$ cat src/rtl/usrt_pkg.sv
package usrt_pkg;
  localparam int MIN_BITS = 4;

  typedef struct packed {
    logic par_en;
    logic par_odd;
    logic two_stop;
  } usrt_opt_t;
endpackage

$ cat src/rtl/usrt_halftimer.sv
module usrt_halftimer #(
  parameter int DIV_W = 16
) (
  input  logic             clk,
  input  logic             rst,
  input  logic             run,
  input  logic [DIV_W-1:0] limit,
  output logic             tick
);
  logic [DIV_W-1:0] cnt;

  assign tick = run && (cnt == limit);

  always_ff @(posedge clk) begin
    if (rst || !run || tick) cnt <= '0;
    else                     cnt <= cnt + 1'b1;
  end

  assert_cnt_range_R3: assert property (@(posedge clk) disable iff (rst)
    run |-> (cnt <= limit));
endmodule

$ cat src/rtl/usrt_framer.sv
module usrt_framer
  import usrt_pkg::*;
#(
  parameter int DATA_W  = 16,
  parameter int BW      = 5,
  parameter int FRAME_W = 20,
  parameter int LEN_W   = 5
) (
  input  logic [DATA_W-1:0]  data,
  input  logic [BW-1:0]      nbits,
  input  usrt_opt_t          opt,
  output logic [FRAME_W-1:0] frame,
  output logic [LEN_W-1:0]   flen
);
  logic par;

  always_comb begin
    frame    = '1;
    frame[0] = 1'b0;
    par      = opt.par_odd;
    for (int i = 0; i < DATA_W; i++) begin
      if (i < int'(nbits)) begin
        frame[i+1] = data[i];
        par        = par ^ data[i];
      end
    end
    if (opt.par_en) begin
      for (int j = 1; j < FRAME_W; j++) begin
        if (j == int'(nbits) + 1) frame[j] = par;
      end
    end
    flen = LEN_W'(nbits) + LEN_W'(2) + LEN_W'(opt.par_en) + LEN_W'(opt.two_stop);
  end
endmodule

$ cat src/rtl/usrt_deframer.sv
module usrt_deframer
  import usrt_pkg::*;
#(
  parameter int DATA_W  = 16,
  parameter int BW      = 5,
  parameter int FRAME_W = 20
) (
  input  logic [FRAME_W-1:0] bits,
  input  logic [BW-1:0]      nbits,
  input  usrt_opt_t          opt,
  output logic [DATA_W-1:0]  data,
  output logic               ferr,
  output logic               perr
);
  logic par, pbit, stop0, stop1;
  int   stop_pos;

  always_comb begin
    data  = '0;
    par   = opt.par_odd;
    for (int i = 0; i < DATA_W; i++) begin
      if (i < int'(nbits)) begin
        data[i] = bits[i+1];
        par     = par ^ bits[i+1];
      end
    end
    stop_pos = int'(nbits) + 1 + (opt.par_en ? 1 : 0);
    pbit  = 1'b0;
    stop0 = 1'b1;
    stop1 = 1'b1;
    for (int j = 0; j < FRAME_W; j++) begin
      if (j == int'(nbits) + 1) pbit  = bits[j];
      if (j == stop_pos)        stop0 = bits[j];
      if (j == stop_pos + 1)    stop1 = bits[j];
    end
    ferr = bits[0] | ~stop0 | (opt.two_stop & ~stop1);
    perr = opt.par_en & (par ^ pbit);
  end
endmodule

$ cat src/rtl/usrt_master.sv
module usrt_master
  import usrt_pkg::*;
#(
  parameter  int DATA_W = 16,
  parameter  int DIV_W  = 16,
  localparam int BW     = $clog2(DATA_W + 1)
) (
  input  logic              clk,
  input  logic              rst,
  input  logic [DIV_W-1:0]  cfg_half,
  input  logic [BW-1:0]     cfg_bits,
  input  logic              cfg_par_en,
  input  logic              cfg_par_odd,
  input  logic              cfg_two_stop,
  input  logic              tx_valid,
  output logic              tx_ready,
  input  logic [DATA_W-1:0] tx_data,
  output logic              rx_valid,
  output logic [DATA_W-1:0] rx_data,
  output logic              rx_ferr,
  output logic              rx_perr,
  output logic              usrt_clk,
  output logic              usrt_txd,
  input  logic              usrt_rxd
);
  localparam int FRAME_W = DATA_W + 4;
  localparam int LEN_W   = $clog2(FRAME_W + 1);

  logic [BW-1:0]      eff_bits;
  usrt_opt_t          opt_new, opt_q;
  logic [FRAME_W-1:0] frame_new, frame_q, rxsh_q;
  logic [LEN_W-1:0]   flen_new, flen_q, idx_q;
  logic [BW-1:0]      nb_q;
  logic [DIV_W-1:0]   half_q;
  logic               busy, tick;
  logic [DATA_W-1:0]  dec_data;
  logic               dec_ferr, dec_perr;

  always_comb begin
    if (cfg_bits < BW'(MIN_BITS))    eff_bits = BW'(MIN_BITS);
    else if (cfg_bits > BW'(DATA_W)) eff_bits = BW'(DATA_W);
    else                             eff_bits = cfg_bits;
  end

  assign opt_new = '{par_en: cfg_par_en, par_odd: cfg_par_odd, two_stop: cfg_two_stop};

  usrt_framer #(.DATA_W(DATA_W), .BW(BW), .FRAME_W(FRAME_W), .LEN_W(LEN_W)) u_framer (
    .data(tx_data), .nbits(eff_bits), .opt(opt_new), .frame(frame_new), .flen(flen_new)
  );

  usrt_halftimer #(.DIV_W(DIV_W)) u_timer (
    .clk(clk), .rst(rst), .run(busy), .limit(half_q), .tick(tick)
  );

  usrt_deframer #(.DATA_W(DATA_W), .BW(BW), .FRAME_W(FRAME_W)) u_deframer (
    .bits(rxsh_q), .nbits(nb_q), .opt(opt_q), .data(dec_data), .ferr(dec_ferr), .perr(dec_perr)
  );

  always_ff @(posedge clk) begin
    if (rst) begin
      busy     <= 1'b0;
      tx_ready <= 1'b1;
      usrt_clk <= 1'b1;
      usrt_txd <= 1'b1;
      rx_valid <= 1'b0;
      rx_data  <= '0;
      rx_ferr  <= 1'b0;
      rx_perr  <= 1'b0;
      frame_q  <= '1;
      rxsh_q   <= '1;
      flen_q   <= '0;
      idx_q    <= '0;
      nb_q     <= '0;
      half_q   <= '0;
      opt_q    <= '0;
    end else begin
      rx_valid <= 1'b0;
      if (!busy) begin
        if (tx_valid) begin
          busy     <= 1'b1;
          tx_ready <= 1'b0;
          frame_q  <= frame_new;
          flen_q   <= flen_new;
          nb_q     <= eff_bits;
          opt_q    <= opt_new;
          half_q   <= cfg_half;
          idx_q    <= '0;
          usrt_clk <= 1'b0;
          usrt_txd <= frame_new[0];
        end
      end else if (tick) begin
        if (!usrt_clk) begin
          usrt_clk       <= 1'b1;
          rxsh_q[idx_q]  <= usrt_rxd;
        end else if (idx_q == flen_q - 1'b1) begin
          busy     <= 1'b0;
          tx_ready <= 1'b1;
          usrt_txd <= 1'b1;
          rx_valid <= 1'b1;
          rx_data  <= dec_data;
          rx_ferr  <= dec_ferr;
          rx_perr  <= dec_perr;
        end else begin
          idx_q    <= idx_q + 1'b1;
          usrt_clk <= 1'b0;
          usrt_txd <= frame_q[idx_q + 1'b1];
        end
      end
    end
  end

  assert_start_low_R1: assert property (@(posedge clk) disable iff (rst)
    $fell(tx_ready) |-> (!usrt_txd && !usrt_clk));
  assert_idle_high_R3: assert property (@(posedge clk) disable iff (rst)
    tx_ready |-> (usrt_clk && usrt_txd));
  assert_txd_edge_R4: assert property (@(posedge clk) disable iff (rst)
    !$stable(usrt_txd) |-> ($fell(usrt_clk) || $rose(tx_ready)));
  assert_rx_pulse_R8: assert property (@(posedge clk) disable iff (rst)
    rx_valid |=> !rx_valid);
  assert_rx_at_end_R8: assert property (@(posedge clk) disable iff (rst)
    rx_valid |-> (tx_ready && $rose(tx_ready)));
endmodule

$ cat config.mk
export PLATFORM = sky130hd
export DESIGN_NAME = usrt_master
export DESIGN_NICKNAME = d
export VERILOG_FILES = /design/src/rtl/usrt_pkg.sv /design/src/rtl/usrt_halftimer.sv /design/src/rtl/usrt_framer.sv /design/src/rtl/usrt_deframer.sv /design/src/rtl/usrt_master.sv
export SDC_FILE = /design/constraint.sdc
export NUM_CORES = 1
export LEC_CHECK = 0
export ABC_AREA = 1
export BUFFER_PORTS_ARGS = -buffer_cell sky130_fd_sc_hd__buf_4
export CORE_MARGIN = 3
export CORE_UTILIZATION = 50
export DETAILED_ROUTE_END_ITERATION = 8
export PLACE_DENSITY_LB_ADDON = 0.25
export REMOVE_ABC_BUFFERS = 1
export SYNTH_ARGS = -nofsm -noshare
export SYNTH_HDL_FRONTEND = slang
export SYNTH_SLANG_ARGS = --single-unit
$ cat constraint.sdc
create_clock -name clk -period 4.6 [get_ports clk]
set_input_delay 0.46 -clock clk [delete_from_list [all_inputs] [get_ports clk]]
set_output_delay 0.46 -clock clk [all_outputs]
set_load 0.01 [all_outputs]
==> impl_metrics.env, run 1 <==
export IMPL_status="completed"
export IMPL_drtIter0Drc=430
export IMPL_synth_ff_type="dfxtp_1"
export IMPL_crit_path_frequent_cell="nand2_1"
export IMPL_combPwrFrac_pct=19.4
export IMPL_intPower_mw=2.10
export IMPL_worst_setup_path_type="reg -> reg"
export IMPL_ir_worst_vdd_uv=240
export IMPL_clkSinkCount=113
export IMPL_finalSetupTns_ns=0
export IMPL_nFillCells=1330
export IMPL_clockBufferDepth=2
export IMPL_crit_slowest_cell="dfxtp_1"
export IMPL_drive_above_1_share_pct=13.1
export IMPL_finalMaxSlewViolations=0
export IMPL_dieArea_um2=15200
export IMPL_grt_overflow=0
export IMPL_num_vias=6732
export IMPL_gr_usage_all_layers_pct=24.9
export IMPL_grt_setup_unrepaired="no"
export IMPL_switching_power_mw=0.865
export IMPL_final_cell_mix="nand2_1 (191), nor2_1 (137), inv_1 (127)"
export IMPL_setup_viol=0
export IMPL_stdcell_area_um2=8080
export IMPL_syn_area_um2=6870
export IMPL_ctsResizeCount=0
export IMPL_worstPathRequired_ns=4.90
export IMPL_nets=1146
export IMPL_whs_ns=0.266
export IMPL_endpoint_kind="register"
export IMPL_p_per_area_nw_per_um2=367
export IMPL_fin_crit_sh_pct=72.0
export IMPL_worst_slew_pin_transition_ns=0.777
export IMPL_area_growth_pct=17.6
export IMPL_cp_start_kind="register"
export IMPL_p_seq_share_pct=35.7
export IMPL_antenna_found_initial=0
export IMPL_period_needed_ns=3.31
export IMPL_cts_buffers=17
export IMPL_seq_area_frac_synth_pct=32.9
export IMPL_cp_num_buf_inv=2
export IMPL_finalHoldViolCount=0
export IMPL_drt_pass1_iterations=5
export IMPL_coreArea_um2=13300
export IMPL_place_area_um2=7470
export IMPL_critPathTopFamily="simple AND/OR/NAND/NOR gates"
export IMPL_cts_root_buffer_cell="clkbuf_16"
export IMPL_yosysWarnings=0
export IMPL_synthCells=1031
export IMPL_async_reset_ff_share_pct=0
export IMPL_io_pins=66
export IMPL_instances_no_fill=1276
export IMPL_postCtsSetupRepairBufs=0
export IMPL_critPathMaxStageDelay_ns=0.53
export IMPL_crit_fanout=10
export IMPL_r2r_slack_ns=1.29
export IMPL_mostFrequentLayoutCell="nand2_1"
export IMPL_synth_edf_count=0
export IMPL_htreeDepth=4
export IMPL_slew_limit_headroom_pct=48.0
export IMPL_cts_tree="yes"
export IMPL_ys_ff_latch=113
export IMPL_gp_congestion=0.998
export IMPL_ant_nets=0
export IMPL_grt_pass1_vias=6154
export IMPL_dp_cells=1244
export IMPL_dieWidth_um=123
export IMPL_pwr_share_clk_pct=45.0
export IMPL_io_buffers=65
export IMPL_grt_start_max_net_pins=59
export IMPL_fin_skew_ns=0.00686
export IMPL_power_leakage_nw=3.60
export IMPL_yosysUniqueCellTypes=53
export IMPL_grt_pass1_wl_mm=30.0
export IMPL_wire_per_inst_um=14.3
export IMPL_postRouteWirelength_mm=18.2
export IMPL_switching_share_pct=29.2
export IMPL_hp_class="in -> reg"
export IMPL_vias_per_cell=5.28
export IMPL_start_util_pct=51.5
export IMPL_fp_dieH_um=123
export IMPL_cap_violations=0
export IMPL_post_route_drc_count=0
export IMPL_fmax_mhz=302
export IMPL_syn_avg_cell_area_um2=6.66
export IMPL_n_antenna_cell=0
export IMPL_fp_row_count=42
export IMPL_worstPathArrival_ns=3.61
export IMPL_holdBufCountCts=0
export IMPL_clkSlewWorstSetupHoldPaths_ns=0.05
export IMPL_hpwlAfterDp_mm=13.6
export IMPL_insertion_delay_ns=0.41
## worst reg2reg max path, stage by stage, from the launching register on
cell and delay (ns):
dfxtp_1 0.53, inv_1 0.15, ha_1 0.34, ha_1 0.17, nand3_1 0.11, nor2_1 0.11
nand2_1 0.06, nand2_1 0.09, inv_1 0.08, nor2_2 0.31, nand2_1 0.15, nor2_1 0.23
nor3_1 0.07, nand2_1 0.07, nand2_1 0.04, nand2_1 0.06, nand3_1 0.06, nand2_1 0.06
nand2_1 0.05, nand2_1 0.05, nand2_1 0.04, nand2_1 0.05, nand3_1 0.06, nand2_1 0.05
nand2_1 0.04, nor2_1 0.09, nor2_1 0.04
## metrics by stage
| step | setup WS (ns) | util, % | power (mW) |
|---|---|---|---|
| after global routing | 0.790 | 60.5 | 3.11 |
| final | 1.29 | 60.5 | 2.96 |
| after detailed placement | 1.29 | 56.0 | 1.65 |
| after floorplan | 0.243 | - | 1.49 |
| after global placement | 1.38 | 56.0 | 1.64 |
| after CTS | 1.30 | 60.5 | 2.98 |
## power by group through the flow
| stage | Combinational, mW | Clock [mW] | Sequential (mW) |
|---|---|---|---|
| after floorplan | 0.422 | 0 | 1.07 |
| final | 0.573 | 1.33 | 1.06 |
| after global placement | 0.566 | 0 | 1.08 |
| after CTS | 0.572 | 1.35 | 1.06 |
| after detailed placement | 0.568 | 0 | 1.08 |
| after global routing | 0.644 | 1.41 | 1.06 |
## cell usage after synthesis, types with 4 or more instances
cell type / instances / share of area, %
nand2_1: 191 / 10
nor2_1: 138 / 7.5
inv_1: 127 / 6.9
dfxtp_1: 113 / 33
nand3_1: 87 / 6.3
o21ai_0: 87 / 6.3
a21oi_1: 49 / 3.6
nor3_1: 30 / 2.2
xor2_1: 27 / 3.4
clkbuf_1: 25 / 1.4
xnor2_1: 25 / 3.2
nand4_1: 17 / 1.5
ha_1: 14 / 2.6
nand2_2: 11 / 1.0
o211ai_2: 8 / 1.5
inv_2: 7 / 0.38
o211ai_1: 6 / 0.66
nor4_1: 5 / 0.46
or2_2: 5 / 0.46
a211oi_1: 4 / 0.44
nor2_2: 4 / 0.36
nor3b_1: 4 / 0.44
o21a_1: 4 / 0.44
## layer usage
layer | part of all wire [%] | track usage [%] | vias up
met2 | 48 | 41.8 | 141
li1 | - | - | 3492
met1 | 46 | 32.7 | 3077
met4 | 1.6 | 7.20 | 0
met5 | 0 | 0 | -
met3 | 4.0 | 4.67 | 22
## kinds of logic after synthesis
kind of cell,synth area share (%)
and+or+nand+nor,32.0
AOI/OAI and AO/OA,15.6
buffers and inverters,9.40
DFF,32.9
xor gates and xnor gates,6.87
adders and majority gates,2.84
muxes,0.292
## worst paths after layout
| check | from | end | cells past startpoint |
|---|---|---|---|
| worst max-delay path | nb_q[1] | rx_ferr | 26 |
| worst max register to register | nb_q[1] | rx_ferr | 26 |
| worst min register to register | frame_q[18] | frame_q[18] | 2 |
| worst min-delay path | cfg_half[9] | half_q[9] | 3 |
## state kept, by name (all words and copies together) (netlist names), 5 cells and up
name / count
rx_data: 16
rxsh_q: 20
u_timer.cnt: 16
frame_q: 20
half_q: 16
nb_q: 5
flen_q: 5
idx_q: 5
## area by class of cell
cell class | instances | area [um^2] | share of cell area, %
multi-input cells | 751 | 3970 | 49.1
flip-flops and latches | 113 | 2260 | 28.0
repair buffers | 69 | 518 | 6.41
inverters | 135 | 507 | 6.27
clock buffers | 20 | 447 | 5.53
clock inverters | 12 | 158 | 1.95
well taps | 176 | 220 | 2.73
No activity file was read; power rests on OpenSTA's default activity.
==> run 2, diff against run 1 <==
clock period = 2.7 ns   (was 4.6 ns; I/O delays follow)
==> impl_metrics.env, run 2 (same netlist as run 1, synthesis figures left out) <==
export IMPL_status="completed"
export IMPL_drt_pass1_iterations=6
export IMPL_setup_viol=0
export IMPL_mostFrequentLayoutCell="nand2_1"
export IMPL_coreArea_um2=13300
export IMPL_power_leakage_nw=3.87
export IMPL_clkSlewWorstSetupHoldPaths_ns=0.06
export IMPL_worst_setup_path_type="reg -> reg"
export IMPL_n_antenna_cell=0
export IMPL_finalMaxSlewViolations=0
export IMPL_htreeDepth=4
export IMPL_power_mw=5.34
export IMPL_grt_overflow=0
export IMPL_final_cell_mix="nand2_1 (177), nor2_1 (127), inv_1 (121)"
export IMPL_worst_slew_pin_transition_ns=0.640
export IMPL_crit_chain="inv_1, ha_4, ha_4, nand3_4, o21ai_0, nand2_1, inv_2, nor2_4, buf_4, nand3_1, nand3_1, nor2_1, nand4_1, nand2_1, nand4_1, nor2_1, nand4_1, nor2_1, nand4_1, nor2_1, nor2_1"
export IMPL_cts_root_buffer_cell="clkbuf_16"
export IMPL_io_pins=66
export IMPL_switching_power_mw=1.58
export IMPL_p_per_area_nw_per_um2=614
export IMPL_insertion_delay_ns=0.41
export IMPL_nFillCells=1232
export IMPL_grt_pass1_vias=6549
export IMPL_stdcell_area_um2=8700
export IMPL_multi_input_area_um2=4180
export IMPL_crit_path_frequent_cell="nor2_1"
export IMPL_p_seq_share_pct=33.6
export IMPL_fin_skew_ns=0.0129
export IMPL_fin_crit_sh_pct=99.8
export IMPL_critPathTopFamily="simple AND/OR/NAND/NOR gates"
export IMPL_postRouteWirelength_mm=18.9
export IMPL_dieArea_um2=15200
export IMPL_cap_violations=0
export IMPL_num_vias=7012
export IMPL_fp_row_count=42
export IMPL_cts_tree="yes"
export IMPL_ir_worst_vdd_uv=463
export IMPL_grt_setup_unrepaired="yes"
export IMPL_clockBufferDepth=2
export IMPL_grt_pass1_wl_mm=31.1
export IMPL_cp_start_kind="register"
export IMPL_place_area_um2=7820
export IMPL_clkSinkCount=113
export IMPL_slew_limit_headroom_pct=57.2
export IMPL_worstPathArrival_ns=2.99
export IMPL_drive_above_1_share_pct=20.7
export IMPL_cp_num_buf_inv=3
export IMPL_period_needed_ns=2.70
export IMPL_crit_slowest_cell="dfxtp_2"
export IMPL_fmax_mhz=371
export IMPL_hpwlAfterDp_mm=14.3
export IMPL_cts_buffers=17
export IMPL_dieWidth_um=123
export IMPL_vias_per_cell=5.30
export IMPL_combPwrFrac_pct=22.7
export IMPL_io_buffers=65
export IMPL_top_regs="frame_q (20), rxsh_q (20)"
export IMPL_antenna_found_initial=0
export IMPL_nets=1193
export IMPL_gr_usage_all_layers_pct=25.8
export IMPL_intPower_mw=3.76
export IMPL_endpoint_kind="register"
export IMPL_switching_share_pct=29.5
export IMPL_hp_class="in -> reg"
export IMPL_gp_congestion=0.975
export IMPL_instances_no_fill=1323
export IMPL_critPathMaxStageDelay_ns=0.35
export IMPL_crit_fanout=7
export IMPL_drtIter0Drc=409
export IMPL_ant_nets=0
export IMPL_area_growth_pct=26.7
export IMPL_pwr_share_clk_pct=43.8
export IMPL_whs_ns=0.0734
export IMPL_holdBufCountCts=0
export IMPL_finalHoldViolCount=0
export IMPL_grt_start_max_net_pins=59
export IMPL_start_util_pct=51.5
export IMPL_dp_cells=1288
export IMPL_register_area_um2=2270
export IMPL_wire_per_inst_um=14.2
export IMPL_fp_dieH_um=123
export IMPL_worstPathRequired_ns=3.00
export IMPL_post_route_drc_count=0
run 2: timing repair:
item,CTS,global route
resized for setup,12,56
pin swaps,1,14
endpoints found under the setup margin,2,17
gates cloned,0,0
buffers inserted,1,2
run 2: per-layer routing:
metal  GRT usage (%)  routed length, um  up-vias
li1                -                  -     3586
met1            31.8               8400     3215
met2            44.0               9100      170
met3            4.53                792       41
met4            11.2                565        0
met5               0                  0        -
run 2: area by class of cell:
class                           instances  area share [%]
Multi-Input combinational cell        751            48.0
Sequential cell                       113            26.0
Timing Repair Buffer                  116            10.3
Inverter                              135            5.88
Clock buffer                           19            5.20
Tap cell                              176            2.53
Clock inverter                         13            2.00
run 2: power groups by stage:
stage | sequential [mW] | combinational, mW | clock (mW)
final | 1.79 | 1.21 | 2.34
after global routing | 1.80 | 1.34 | 2.45
after CTS | 1.79 | 1.16 | 2.36
after detailed placement | 1.83 | 1.14 | 0
after global placement | 1.82 | 1.14 | 0
after floorplan | 1.82 | 0.719 | 0
run 2: final timing paths:
path                    start     endpoint  slack [ns]  cells after the start
setup / recovery      nb_q[1]      rx_ferr       0.004                     21
hold / removal       tx_valid         busy        0.07                      2
setup reg to reg      nb_q[1]      rx_ferr       0.004                     21
hold reg to reg   frame_q[18]  frame_q[18]        0.44                      2
run 2: through the flow:
stage / util, % / TNS [ns] / setup WS [ns]
3_5_place_dp: 58.6 / -0.105 / -0.0981
5_1_grt: 65.2 / -0.379 / -0.284
6_report: 65.2 / 0 / 0.00449
2_1_floorplan: - / -56.62 / -1.55
3_3_place_gp: 58.6 / -0.0136 / -0.0136
4_1_cts: 63.6 / 0 / 0.000427
run 2: worst register-to-register path, cell delays in order, from the launching register on:
cell	delay, ns
dfxtp_2	0.35
inv_1	0.09
ha_4	0.30
ha_4	0.15
nand3_4	0.09
o21ai_0	0.18
nand2_1	0.11
inv_2	0.09
nor2_4	0.05
buf_4	0.16
nand3_1	0.06
nand3_1	0.08
nor2_1	0.09
nand4_1	0.08
nand2_1	0.08
nand4_1	0.09
nor2_1	0.11
nand4_1	0.09
nor2_1	0.09
nand4_1	0.07
nor2_1	0.11
nor2_1	0.05
